`src/rtl/wlt_pkg.sv`:
```
package wlt_pkg;

    typedef enum logic [2:0] {
        ST_IDLE,
        ST_EN,
        ST_SETTLE,
        ST_PULSE,
        ST_WAIT,
        ST_DECIDE,
        ST_DIS,
        ST_DONE
    } wlt_state_e;

endpackage

```
`src/rtl/wlt_settle_timer.sv`:
```
module wlt_settle_timer #(
    parameter int CYC = 8
) (
    input  logic clk,
    input  logic rst_n,
    input  logic load_i,
    output logic expired_o
);
    localparam int CW = (CYC < 2) ? 1 : $clog2(CYC);

    typedef struct packed {
        logic [CW-1:0] cnt;
        logic          run;
    } tmr_t;

    tmr_t r_q, r_d;

    always_comb begin
        r_d = r_q;
        if (load_i) begin
            r_d.cnt = CW'(CYC - 1);
            r_d.run = 1'b1;
        end else if (r_q.run) begin
            if (r_q.cnt != '0) begin
                r_d.cnt = r_q.cnt - 1'b1;
            end else begin
                r_d.run = 1'b0;
            end
        end
    end

    always_ff @(posedge clk or negedge rst_n) begin
        if (!rst_n) begin
            r_q <= '0;
        end else begin
            r_q <= r_d;
        end
    end

    assign expired_o = r_q.run && (r_q.cnt == '0);

endmodule

```
`src/rtl/wlt_vote.sv`:
```
module wlt_vote #(
    parameter int PULSES = 4
) (
    input  logic                          clk,
    input  logic                          rst_n,
    input  logic                          clr_i,
    input  logic                          smp_i,
    input  logic                          bit_i,
    output logic [$clog2(PULSES+1)-1:0]   cnt_o,
    output logic                          vote_o
);
    localparam int CW     = $clog2(PULSES + 1);
    localparam int THRESH = PULSES / 2 + 1;

    typedef struct packed {
        logic [CW-1:0] cnt;
        logic [CW-1:0] ones;
    } vote_t;

    vote_t v_q, v_d;

    always_comb begin
        v_d = v_q;
        if (clr_i) begin
            v_d = '0;
        end else if (smp_i) begin
            v_d.cnt  = v_q.cnt + 1'b1;
            v_d.ones = v_q.ones + CW'(bit_i);
        end
    end

    always_ff @(posedge clk or negedge rst_n) begin
        if (!rst_n) begin
            v_q <= '0;
        end else begin
            v_q <= v_d;
        end
    end

    assign cnt_o  = v_q.cnt;
    assign vote_o = (v_q.ones >= CW'(THRESH));

endmodule

```
`src/rtl/wlt_trainer.sv`:
```
module wlt_trainer #(
    parameter int TAP_W      = 6,
    parameter int PULSES     = 4,
    parameter int SETTLE_CYC = 8
) (
    input  logic             clk,
    input  logic             rst_n,
    input  logic             start_i,
    output logic             lvl_en_req_o,
    input  logic             lvl_en_ack_i,
    output logic             lvl_dis_req_o,
    input  logic             lvl_dis_ack_i,
    output logic             term_req_o,
    output logic             strobe_pulse_o,
    input  logic             fb_valid_i,
    input  logic             fb_bit_i,
    output logic [TAP_W-1:0] tap_o,
    output logic             done_o,
    output logic             err_o
);
    import wlt_pkg::*;

    localparam int                CW      = $clog2(PULSES + 1);
    localparam logic [TAP_W-1:0]  TAP_MAX = {TAP_W{1'b1}};

    typedef struct packed {
        wlt_state_e       st;
        logic [TAP_W-1:0] tap;
        logic             prev;
        logic             err;
    } ctl_t;

    ctl_t c_q, c_d;

    logic          tmr_load;
    logic          tmr_exp;
    logic          v_clr;
    logic          v_smp;
    logic [CW-1:0] v_cnt;
    logic          v_vote;

    wlt_settle_timer #(.CYC(SETTLE_CYC)) u_tmr (
        .clk       (clk),
        .rst_n     (rst_n),
        .load_i    (tmr_load),
        .expired_o (tmr_exp)
    );

    wlt_vote #(.PULSES(PULSES)) u_vote (
        .clk    (clk),
        .rst_n  (rst_n),
        .clr_i  (v_clr),
        .smp_i  (v_smp),
        .bit_i  (fb_bit_i),
        .cnt_o  (v_cnt),
        .vote_o (v_vote)
    );

    always_comb begin
        c_d      = c_q;
        tmr_load = 1'b0;
        v_clr    = 1'b0;
        v_smp    = 1'b0;
        unique case (c_q.st)
            ST_IDLE, ST_DONE: begin
                if (start_i) begin
                    c_d.st   = ST_EN;
                    c_d.tap  = '0;
                    c_d.prev = 1'b1;
                    c_d.err  = 1'b0;
                    v_clr    = 1'b1;
                end
            end
            ST_EN: begin
                if (lvl_en_ack_i) begin
                    c_d.st   = ST_SETTLE;
                    tmr_load = 1'b1;
                end
            end
            ST_SETTLE: begin
                if (tmr_exp) begin
                    c_d.st = ST_PULSE;
                end
            end
            ST_PULSE: begin
                c_d.st = ST_WAIT;
            end
            ST_WAIT: begin
                if (fb_valid_i) begin
                    v_smp  = 1'b1;
                    c_d.st = (v_cnt == CW'(PULSES - 1)) ? ST_DECIDE : ST_PULSE;
                end
            end
            ST_DECIDE: begin
                v_clr = 1'b1;
                if (!c_q.prev && v_vote) begin
                    c_d.st = ST_DIS;
                end else if (c_q.tap == TAP_MAX) begin
                    c_d.st  = ST_DIS;
                    c_d.err = 1'b1;
                    c_d.tap = '0;
                end else begin
                    c_d.st   = ST_SETTLE;
                    c_d.tap  = c_q.tap + 1'b1;
                    c_d.prev = v_vote;
                    tmr_load = 1'b1;
                end
            end
            ST_DIS: begin
                if (lvl_dis_ack_i) begin
                    c_d.st = ST_DONE;
                end
            end
            default: c_d.st = ST_IDLE;
        endcase
    end

    always_ff @(posedge clk or negedge rst_n) begin
        if (!rst_n) begin
            c_q.st   <= ST_IDLE;
            c_q.tap  <= '0;
            c_q.prev <= 1'b1;
            c_q.err  <= 1'b0;
        end else begin
            c_q <= c_d;
        end
    end

    assign lvl_en_req_o   = (c_q.st == ST_EN);
    assign lvl_dis_req_o  = (c_q.st == ST_DIS);
    assign strobe_pulse_o = (c_q.st == ST_PULSE);
    assign done_o         = (c_q.st == ST_DONE);
    assign term_req_o     = (c_q.st != ST_IDLE) && (c_q.st != ST_DONE);
    assign tap_o          = c_q.tap;
    assign err_o          = c_q.err;

endmodule

```
`config.mk`:
```
export PLATFORM = sky130hd
export DESIGN_NAME = wlt_trainer
export DESIGN_NICKNAME = d
export VERILOG_FILES = /design/src/rtl/wlt_pkg.sv /design/src/rtl/wlt_settle_timer.sv /design/src/rtl/wlt_vote.sv /design/src/rtl/wlt_trainer.sv
export SDC_FILE = /design/constraint.sdc
export NUM_CORES = 1
export LEC_CHECK = 0
export ABC_AREA = 0
export BUFFER_PORTS_ARGS = -buffer_cell sky130_fd_sc_hd__buf_2
export CORE_MARGIN = 5
export CORE_UTILIZATION = 45
export CTS_CLUSTER_SIZE = 24
export DETAILED_ROUTE_END_ITERATION = 10
export PLACE_DENSITY_LB_ADDON = 0.08
export SLEW_MARGIN = 20
export SYNTH_ARGS = -nofsm -noshare
export SYNTH_HDL_FRONTEND = slang
export SYNTH_SLANG_ARGS = --single-unit
```
`constraint.sdc`:
```
create_clock -name clk -period 2.2 [get_ports clk]
set_input_delay 0.11 -clock clk [delete_from_list [all_inputs] [get_ports clk]]
set_output_delay 0.11 -clock clk [all_outputs]
set_load 0.05 [all_outputs]
```
* Word-level counts from Yosys, hierarchy flattened
Index checks and enable logic that the tools add are counted.
W data, S select, Z words.
** Storage, ports and cells
- Memories :: 0
- Memory bits (read-only) :: 0
- Logic and storage cells :: 76
- Bits in latches :: 0
- Bits of input ports :: 7
- Output and inout port bits :: 12
- RAM bits :: 0
- Register bits :: 21
** Operators by class
- Multipliers :: 0
- Shifts and indexed selects :: 0
- Mux-type cells :: 27
- $lt $le $gt $ge :: 1
- Reduce and logical (&&, ||, !) cells :: 18
- Bitwise gates (word level) :: 0
- $add $sub $neg :: 4
- Eq/ne operators :: 18
- Divide/modulo/power cells :: 0
** Operators with widths (number)
- $mux W3 :: 7
- $pmux W3 S7 :: 1
- $pmux W8 S2 :: 1
- $eq A3 B3 Y1 const B :: 4
- $mux W6 :: 2
- $ne A2 B2 Y1 const B :: 6
- $mux W11 :: 1
- $eq A3 B2 Y1 const B :: 3
- $mux W1 :: 9
- $mux W9 :: 1
- $mux W4 :: 2
- $mux W8 :: 1
- $reduce_and A4 Y1 :: 2
- $reduce_bool A2 Y1 :: 4
- $add A6 B1 Y6 const B :: 1
- $eq A6 B6 Y1 const B :: 1
- $logic_not A3 Y1 :: 2
- $reduce_bool A3 Y1 :: 2
- $reduce_and A5 Y1 :: 1
- $ne A2 B1 Y1 const B :: 2
- $pmux W1 S2 :: 2
- $add A3 B1 Y3 :: 1
- $add A3 B1 Y3 const B :: 1
- $eq A3 B1 Y1 const B :: 1
- other kinds (8) :: 10

* Longest topological paths before layout
Gate-level depths: netlist (run 1).
- Depth in word-level cells :: 6
- Depth in mapped cells :: 7
- Depth with buffers taken out :: 7

* Hierarchy
A second synthesis (run 1) with hierarchy kept.
** Unflattened totals
- Cells, all modules :: 143
- Area, all modules :: 1372.6 sq um
** By module, submodules not included
- wlt_trainer :: sequential area each 276.5 sq um, cells each 95, times used 1, area each 820.8 sq um
- wlt_vote :: sequential area each 150.1 sq um, cells each 28, times used 1, area each 331.6 sq um
- wlt_settle_timer :: sequential area each 100.1 sq um, cells each 20, times used 1, area each 220.2 sq um

* Worst setup path after synthesis (run 1)
No wires, ideal clock.
- Path kind :: flip-flop to flip-flop
- From :: register c_q[9] (netlist bit)
- To :: register u_tmr.r_q[2] (netlist bit)
- Slack :: 0.338 ns
- Period minus slack after synthesis :: 1.862 ns
- Arrival :: 1.776 ns
- Buffers on the path :: 1
- Stages on the path, launching flop included :: 6
- Required time :: 2.113 ns
- Library setup time :: 0.087 ns
- Cell sequence :: dfrtp_1 buf_6 nand2b_1 nor2_1 a22oi_1 o211ai_1
** On the way
- Cells in the longest elaborated chain, start to end :: 4
- Elaborated cells on any way between the ends :: 7
- Those cells by class :: 2 x eq/ne; 2 x mux; 3 x reduce/logical
** RTL lines
- start: declaration :: line wlt_trainer.sv:33 : ctl_t c_q, c_d;
- $eq A3 B1 Y1 *
- named net lvl_en_req_o :: line wlt_trainer.sv:9 : output logic lvl_en_req_o,
- $pmux W1 S2 * :: line wlt_trainer.sv:64 : unique case (c_q.st)
- $reduce_bool A2 Y1 (no source line)
- $reduce_and A2 Y1 (no source line)
- end signal: assignment :: line wlt_settle_timer.sv:36 : r_q <= r_d;
- end: declaration :: line wlt_settle_timer.sv:16 : tmr_t r_q, r_d;
Mark *: on every way through the listed nets, which the timed path passes. The rest lies on a longest branch.
A chain may end at the register's enable or synchronous reset.

* Worst setup path in the final report (run 1)
- From :: register c_q[8] (netlist bit)
- To :: register c_q[8] (netlist bit)
** On the way
- Cells in the longest elaborated chain, start to end :: 4
- Elaborated cells on any way between the ends :: 16
- Those cells by class :: 12 x eq/ne; 1 x mux; 3 x reduce/logical
** RTL lines (line)
- $eq A3 B3 Y1 or $logic_not A3 Y1 (tied branches) :: wlt_trainer.sv:64
- $reduce_or A2 Y1 :: wlt_trainer.sv:64
- $ne A2 B2 Y1 (no source line)
- $reduce_and A5 Y1 (no source line)
Parallel ways exist; a longest one is shown, timed or not.

==> results of run 1 <==
## registers in the layout (all words and copies together), names as in the netlist
register,cells
tap_o,6
c_q,4
u_tmr.r_q,4
u_vote.cnt_o,3
u_vote.v_q,3
err_o,1
## where the power goes
part | internal [uW] | switching (uW) | leakage [uW]
Clock | 70.7 | 120 | 0.0000150
Sequential | 520 | 197 | 0.000269
Combinational | 387 | 605 | 0.000436
Total | 979 | 923 | 0.000720
## final timing paths
path,startpoint,to,slack [ns],cells past startpoint
setup / recovery,c_q[8],c_q[8],0.41,4
hold reg to reg,err_o,err_o,0.49,2
hold / removal,start_i,c_q[1],0.11,3
setup reg to reg,c_q[8],c_q[8],0.41,4
max in group asynchronous,rst_n,c_q[1],1.57,2
min in group asynchronous,rst_n,tap_o[2],0.28,2
## logic make-up after synthesis
kind of cell / after synthesis
xor gates and xnor gates: 4
adders and majority gates: 7
muxes: 10
DFF: 21
and+or+nand+nor: 46
buffers and inverters: 19
AOI/OAI and AO/OA: 24
## worst max-delay path: stages (launching register included)
cell       delay (ns)
dfrtp_1          0.74
mux2_4           0.35
a2bb2oi_1        0.13
o21ai_2          0.15
mux2_4           0.31
## metal layers
layer	part of all wire, %	wire (um)	track usage (%)	up-vias
met5	0	0	0	-
met4	1.4	34	3.96	0
met3	4.0	97	3.12	4
met2	46	1120	22.2	18
met1	48	1180	17.6	450
li1	-	-	-	484
## area by class of cell
class,count,share of cell area [%]
multi-input combinational,91,49.3
sequential,21,36.9
timing repair buffer,19,7.01
tap,33,2.89
inverter,8,2.10
clock buffer,4,1.84
## cells in the mapped netlist (2+ instances only)
library cell / instances
nand2b_1: 2
o21ai_0: 5
buf_6: 4
nand4_1: 3
inv_1: 8
nand3_1: 2
mux2_4: 3
xnor2_1: 2
and3_1: 4
mux2i_1: 6
a22oi_1: 2
ha_1: 7
o211ai_1: 2
dfrtp_1: 20
o21ai_2: 2
nand2_1: 12
buf_4: 7
a21oi_1: 2
nor2_1: 10
a22o_1: 3
xor2_1: 2
and3_2: 2
## metrics by stage
stage / setup slack (ns) / area, um^2 / utilization (%)
3_5_place_dp: 0.417 / 1390 / 46.7
2_1_floorplan: 0.338 / 1360 / -
5_1_grt: 0.284 / 1430 / 47.9
6_report: 0.409 / 1430 / 47.9
4_1_cts: 0.398 / 1430 / 47.9
3_3_place_gp: 0.467 / 1390 / 46.7
## timing repair
item,4_1_cts,5_1_grt
gates resized for setup,0,0
hold buffers,1,0
hold endpoints to repair,20,0
==> flow_metrics.tcl, run 1 <==
set metrics [dict create \
    status "completed" \
    synth_top_family_by_area "simple AND/OR/NAND/NOR gates" \
    rows 20 \
    synth_compound_area_share_pct 14.6 \
    synth.distinct_cells 43 \
    synth-seq-cells 21 \
    skew_ns 0.00345 \
    max_freq_ghz 0.558 \
    cts.htree.levels 1 \
    netlist_top_cells_area "dfrtp_1 (37%), ha_1 (6.5%), mux2i_1 (4.4%)" \
    tritoncts "built" \
    synthesis.nets 145 \
    drtPass1Iterations 4 \
    synth_edf_count 0 \
    muxShareOfSynthArea_pct 8.57 \
    yosys.area_share.adder_pct 6.45 \
    globalplace.congestion 0.721 \
    crit_required_ns 2.41 \
    clock-sinks 21 \
    fin_hold_ws_ns 0.112 \
    p_per_area_mw_per_mm2 1330 \
    first_iter_violations 30 \
    irDropWorstVdd_v 0.000369 \
    die_area_mm2 0.00422 \
    p_leak_uw 0.000720 \
    final_cell_mix "dfrtp_1 (20), buf_2 (18), nand2_1 (12)" \
    synthArstFlopShare_pct 100 \
    syn_to_final_growth_pct 5.16 \
    cts_setup_buffers 0 \
    worst-path-max-fanout 18 \
    vias_per_cell 5.43 \
    grt_pass1_wl_mm 4.42 \
    die-height_um 64.9 \
    syn_avg_cell_area_um2 10.4 \
    cts_max_path_buffers 2 \
    port_buffers 18 \
    drt_wl_total_mm 2.43 \
    final_cells 176 \
    nFillCells 290 \
    core_mm2 0.00298 \
    grt_overflow_total 0 \
    holdCritPathClass "primary input to flip-flop" \
    synth_area_mm2 0.00136 \
    synth-seq-area-share_pct 38.8 \
    timing.final.crit_share_pct 81.4 \
    hold_viol 0 \
    vias 956 \
    cts_buffers 3 \
    place_inst 171 \
    initial_core_util_pct 45.6 \
    worst_pin_slew_ns 0.597 \
    ios 19 \
    antennaDiodeCount 0 \
    antenna_found_initial 0 \
    wl_per_cell_um 13.8 \
    cts_root_buffer "clkbuf_4" \
    rsz0062_at_grt "no" \
    cts.clk_slew.worst_paths_ns 0.12 \
    yosysTopAreaCellShare_pct 36.9 \
    die_width_um 64.9 \
    layout_commonest_cell "dfrtp_1" \
    layout.nets 158 \
    ant_nets 0 \
    crit_path_end_kind "flip-flop" \
    regArea_um2 527 \
    yosys.area_share.simple_pct 19.6 \
    slew_headroom_pct 60.2 \
    clock_latency_ns 0.30 \
    grt_max_degree 22 \
    p_total_uw 1900 \
    period_needed_ns 1.79 \
    setup_tns_ns 0 \
    drc 0 \
    grt_pass1_vias 990 \
    yosysTopAreaCell "dfrtp_1" \
    drive_above_1_share_pct 27.3 \
    crit_path_start_kind "flip-flop" \
    setup_viol 0 \
    synthXorXnorAreaFrac_pct 2.58 \
    synthCells 131 \
    path_class "flip-flop to flip-flop" \
    multi_input_area_um2 703 \
    arrival_ns 2.00 \
    drv_cap 0 \
    synth_ff_type "dfrtp_1" \
    hpwl_mm 1.79 \
    grt_usage_pct 13.5 \
    ys.warnings.count 0 \
    slew_viol_final 0 \
]
Power figures use the tool's default switching activity.
==> inputs of run 2 (changes only) <==
==> constraint.sdc (replaced) <==
create_clock -name clk -period 1.81 [get_ports clk]
set_input_delay 0.0905 -clock clk [delete_from_list [all_inputs] [get_ports clk]]
set_output_delay 0.0905 -clock clk [all_outputs]
set_load 0.05 [all_outputs]
==> run 2 against run 1 <==
Sequential power is 19% higher. Clock-buffer cell count shrank 1. Core utilization grew 0.67 points. Highest routed layer unchanged. Largest power group unchanged. Non-clock buffer count is 2 higher. Largest cell class unchanged.
==> flow_metrics.tcl, run 2 (synthesis gave the netlist of run 1 again) <==
set metrics [dict create \
    status "completed" \
    first_iter_violations 41 \
    drive_above_1_share_pct 30.3 \
    holdCritStartpoint "start_i" \
    die_width_um 64.9 \
    regArea_um2 528 \
    reg2reg_from "tap_o[0]" \
    critPathLaunch "c_q[10]" \
    cts.clk_slew.worst_paths_ns 0.12 \
    crit_path_start_kind "flip-flop" \
    hpwl_mm 1.79 \
    met2WireLength_mm 1.07 \
    initial_core_util_pct 45.6 \
    worst_pin_slew_ns 0.492 \
    p_total_uw 2350 \
    syn_to_final_growth_pct 6.64 \
    path_buf_inv 3 \
    cts_setup_buffers 0 \
    wl_met1_mm 1.22 \
    holdCritPathClass "primary input to flip-flop" \
    tritoncts "built" \
    rows 20 \
    multi_input_area_um2 706 \
    antennaDiodeCount 0 \
    timing.final.crit_share_pct 90.6 \
    drtPass1Iterations 4 \
    slowest_delay_ns 0.51 \
    setup_viol 0 \
    vias 959 \
    setup_tns_ns 0 \
    drt_wl_total_mm 2.42 \
    crit_slowest_cell "dfrtp_1" \
    cts_buffers 3 \
    ant_nets 0 \
    ios 19 \
    grt_max_degree 22 \
    port_buffers 18 \
    crit_family "buffers and inverters" \
    max_freq_ghz 0.610 \
    wl_per_cell_um 13.6 \
    path_class "flip-flop to output port" \
    cts_root_buffer "clkbuf_4" \
    antenna_found_initial 0 \
    slew_viol_final 0 \
    grt_pass1_vias 943 \
    slew_headroom_pct 67.2 \
    skew_ns 0.00698 \
    arrival_ns 1.55 \
    layout.nets 160 \
    rsz0062_at_grt "no" \
    clock_latency_ns 0.31 \
    irDropWorstVdd_v 0.000536 \
    clock-sinks 21 \
    grt_pass1_wl_mm 4.29 \
    crit_chain "buf_4 > inv_1 > and3_1 > buf_2" \
    final_cell_mix "dfrtp_1 (19), buf_2 (18), nand2_1 (12)" \
    p_leak_uw 0.000732 \
    crit_path_end_kind "output port" \
    worst-path-max-fanout 9 \
    nFillCells 289 \
    grt_usage_pct 13.2 \
    drv_cap 0 \
    globalplace.congestion 0.744 \
    place_inst 173 \
    hold_viol 0 \
    grt_overflow_total 0 \
    layout_commonest_cell "dfrtp_1" \
    met3_length_um 94 \
    cts.htree.levels 1 \
    final_cells 178 \
    p_per_area_mw_per_mm2 1630 \
    cts_max_path_buffers 2 \
    die-height_um 64.9 \
    core_mm2 0.00298 \
    period_needed_ns 1.64 \
    highest_layer "met4" \
    vias_per_cell 5.39 \
    largest_register_ffs 6 \
    fin_hold_ws_ns 0.0923 \
    crit_required_ns 1.72 \
    die_area_mm2 0.00422 \
    drc 0 \
]
[run 2: changes by cell type in the layout (fill, tap and decap cells not counted), sizes merged]
cell	delta
clkinv	+1
buf	+2
clkbuf	-1
[run 2: area by class of cell]
class                           instances  area share, %
Tap cell                               33           2.85
Multi-Input combinational cell         91           48.7
Timing Repair Buffer                   21           7.95
Clock inverter                          1          0.346
Sequential cell                        21           36.5
Inverter                                8           2.07
Clock buffer                            3           1.56
[run 2: stage by stage]
| step | instance area [um^2] | worst slack [ns] | util (%) |
|---|---|---|---|
| finish | 1450 | 0.171 | 48.6 |
| global route | 1450 | 0.0324 | 48.6 |
| CTS | 1450 | 0.0265 | 48.6 |
| detailed placement | 1410 | 0.121 | 47.3 |
| global placement | 1410 | 0.144 | 47.3 |
| floorplan | 1360 | 0.214 | - |
[run 2: worst reg2reg max path, delay by kind of cell (launching register included)]
family,cells,cell delay [ns]
adder cells (fa/ha/maj),1,0.23
multiplexers,1,0.16
flip-flops,1,0.43
AO/OA/AOI/OAI,1,0.25
AND/OR/NAND/NOR,2,0.48
[run 2: layer usage]
metal / global-route usage, % / up-vias
li1: - / 484
met1: 16.6 / 455
met2: 21.1 / 16
met3: 3.12 / 4
met4: 6.33 / 0
met5: 0 / -
[run 2: what timing repair did]
| item | 4_1_cts | 5_1_grt |
|---|---|---|
| hold buffers | 1 | 0 |
| resized for setup | 0 | 1 |
| endpoints found under the hold margin | 20 | 0 |
| endpoints found under the setup margin | 0 | 1 |
[run 2: path summary, 6_finish.rpt]
path	to	cells past startpoint	slack, ns
worst max-delay path	strobe_pulse_o	4	0.17
worst min-delay path	c_q[1]	3	0.09
worst max register to register	tap_o[0]	5	0.22
worst min register to register	err_o	2	0.50
max in group asynchronous	c_q[8]	2	1.19
min in group asynchronous	c_q[10]	2	0.26
[run 2: power by group]
| part | internal, uW | switching [uW] |
|---|---|---|
| clock | 82.5 | 148 |
| combinational | 498 | 771 |
| sequential | 636 | 220 |
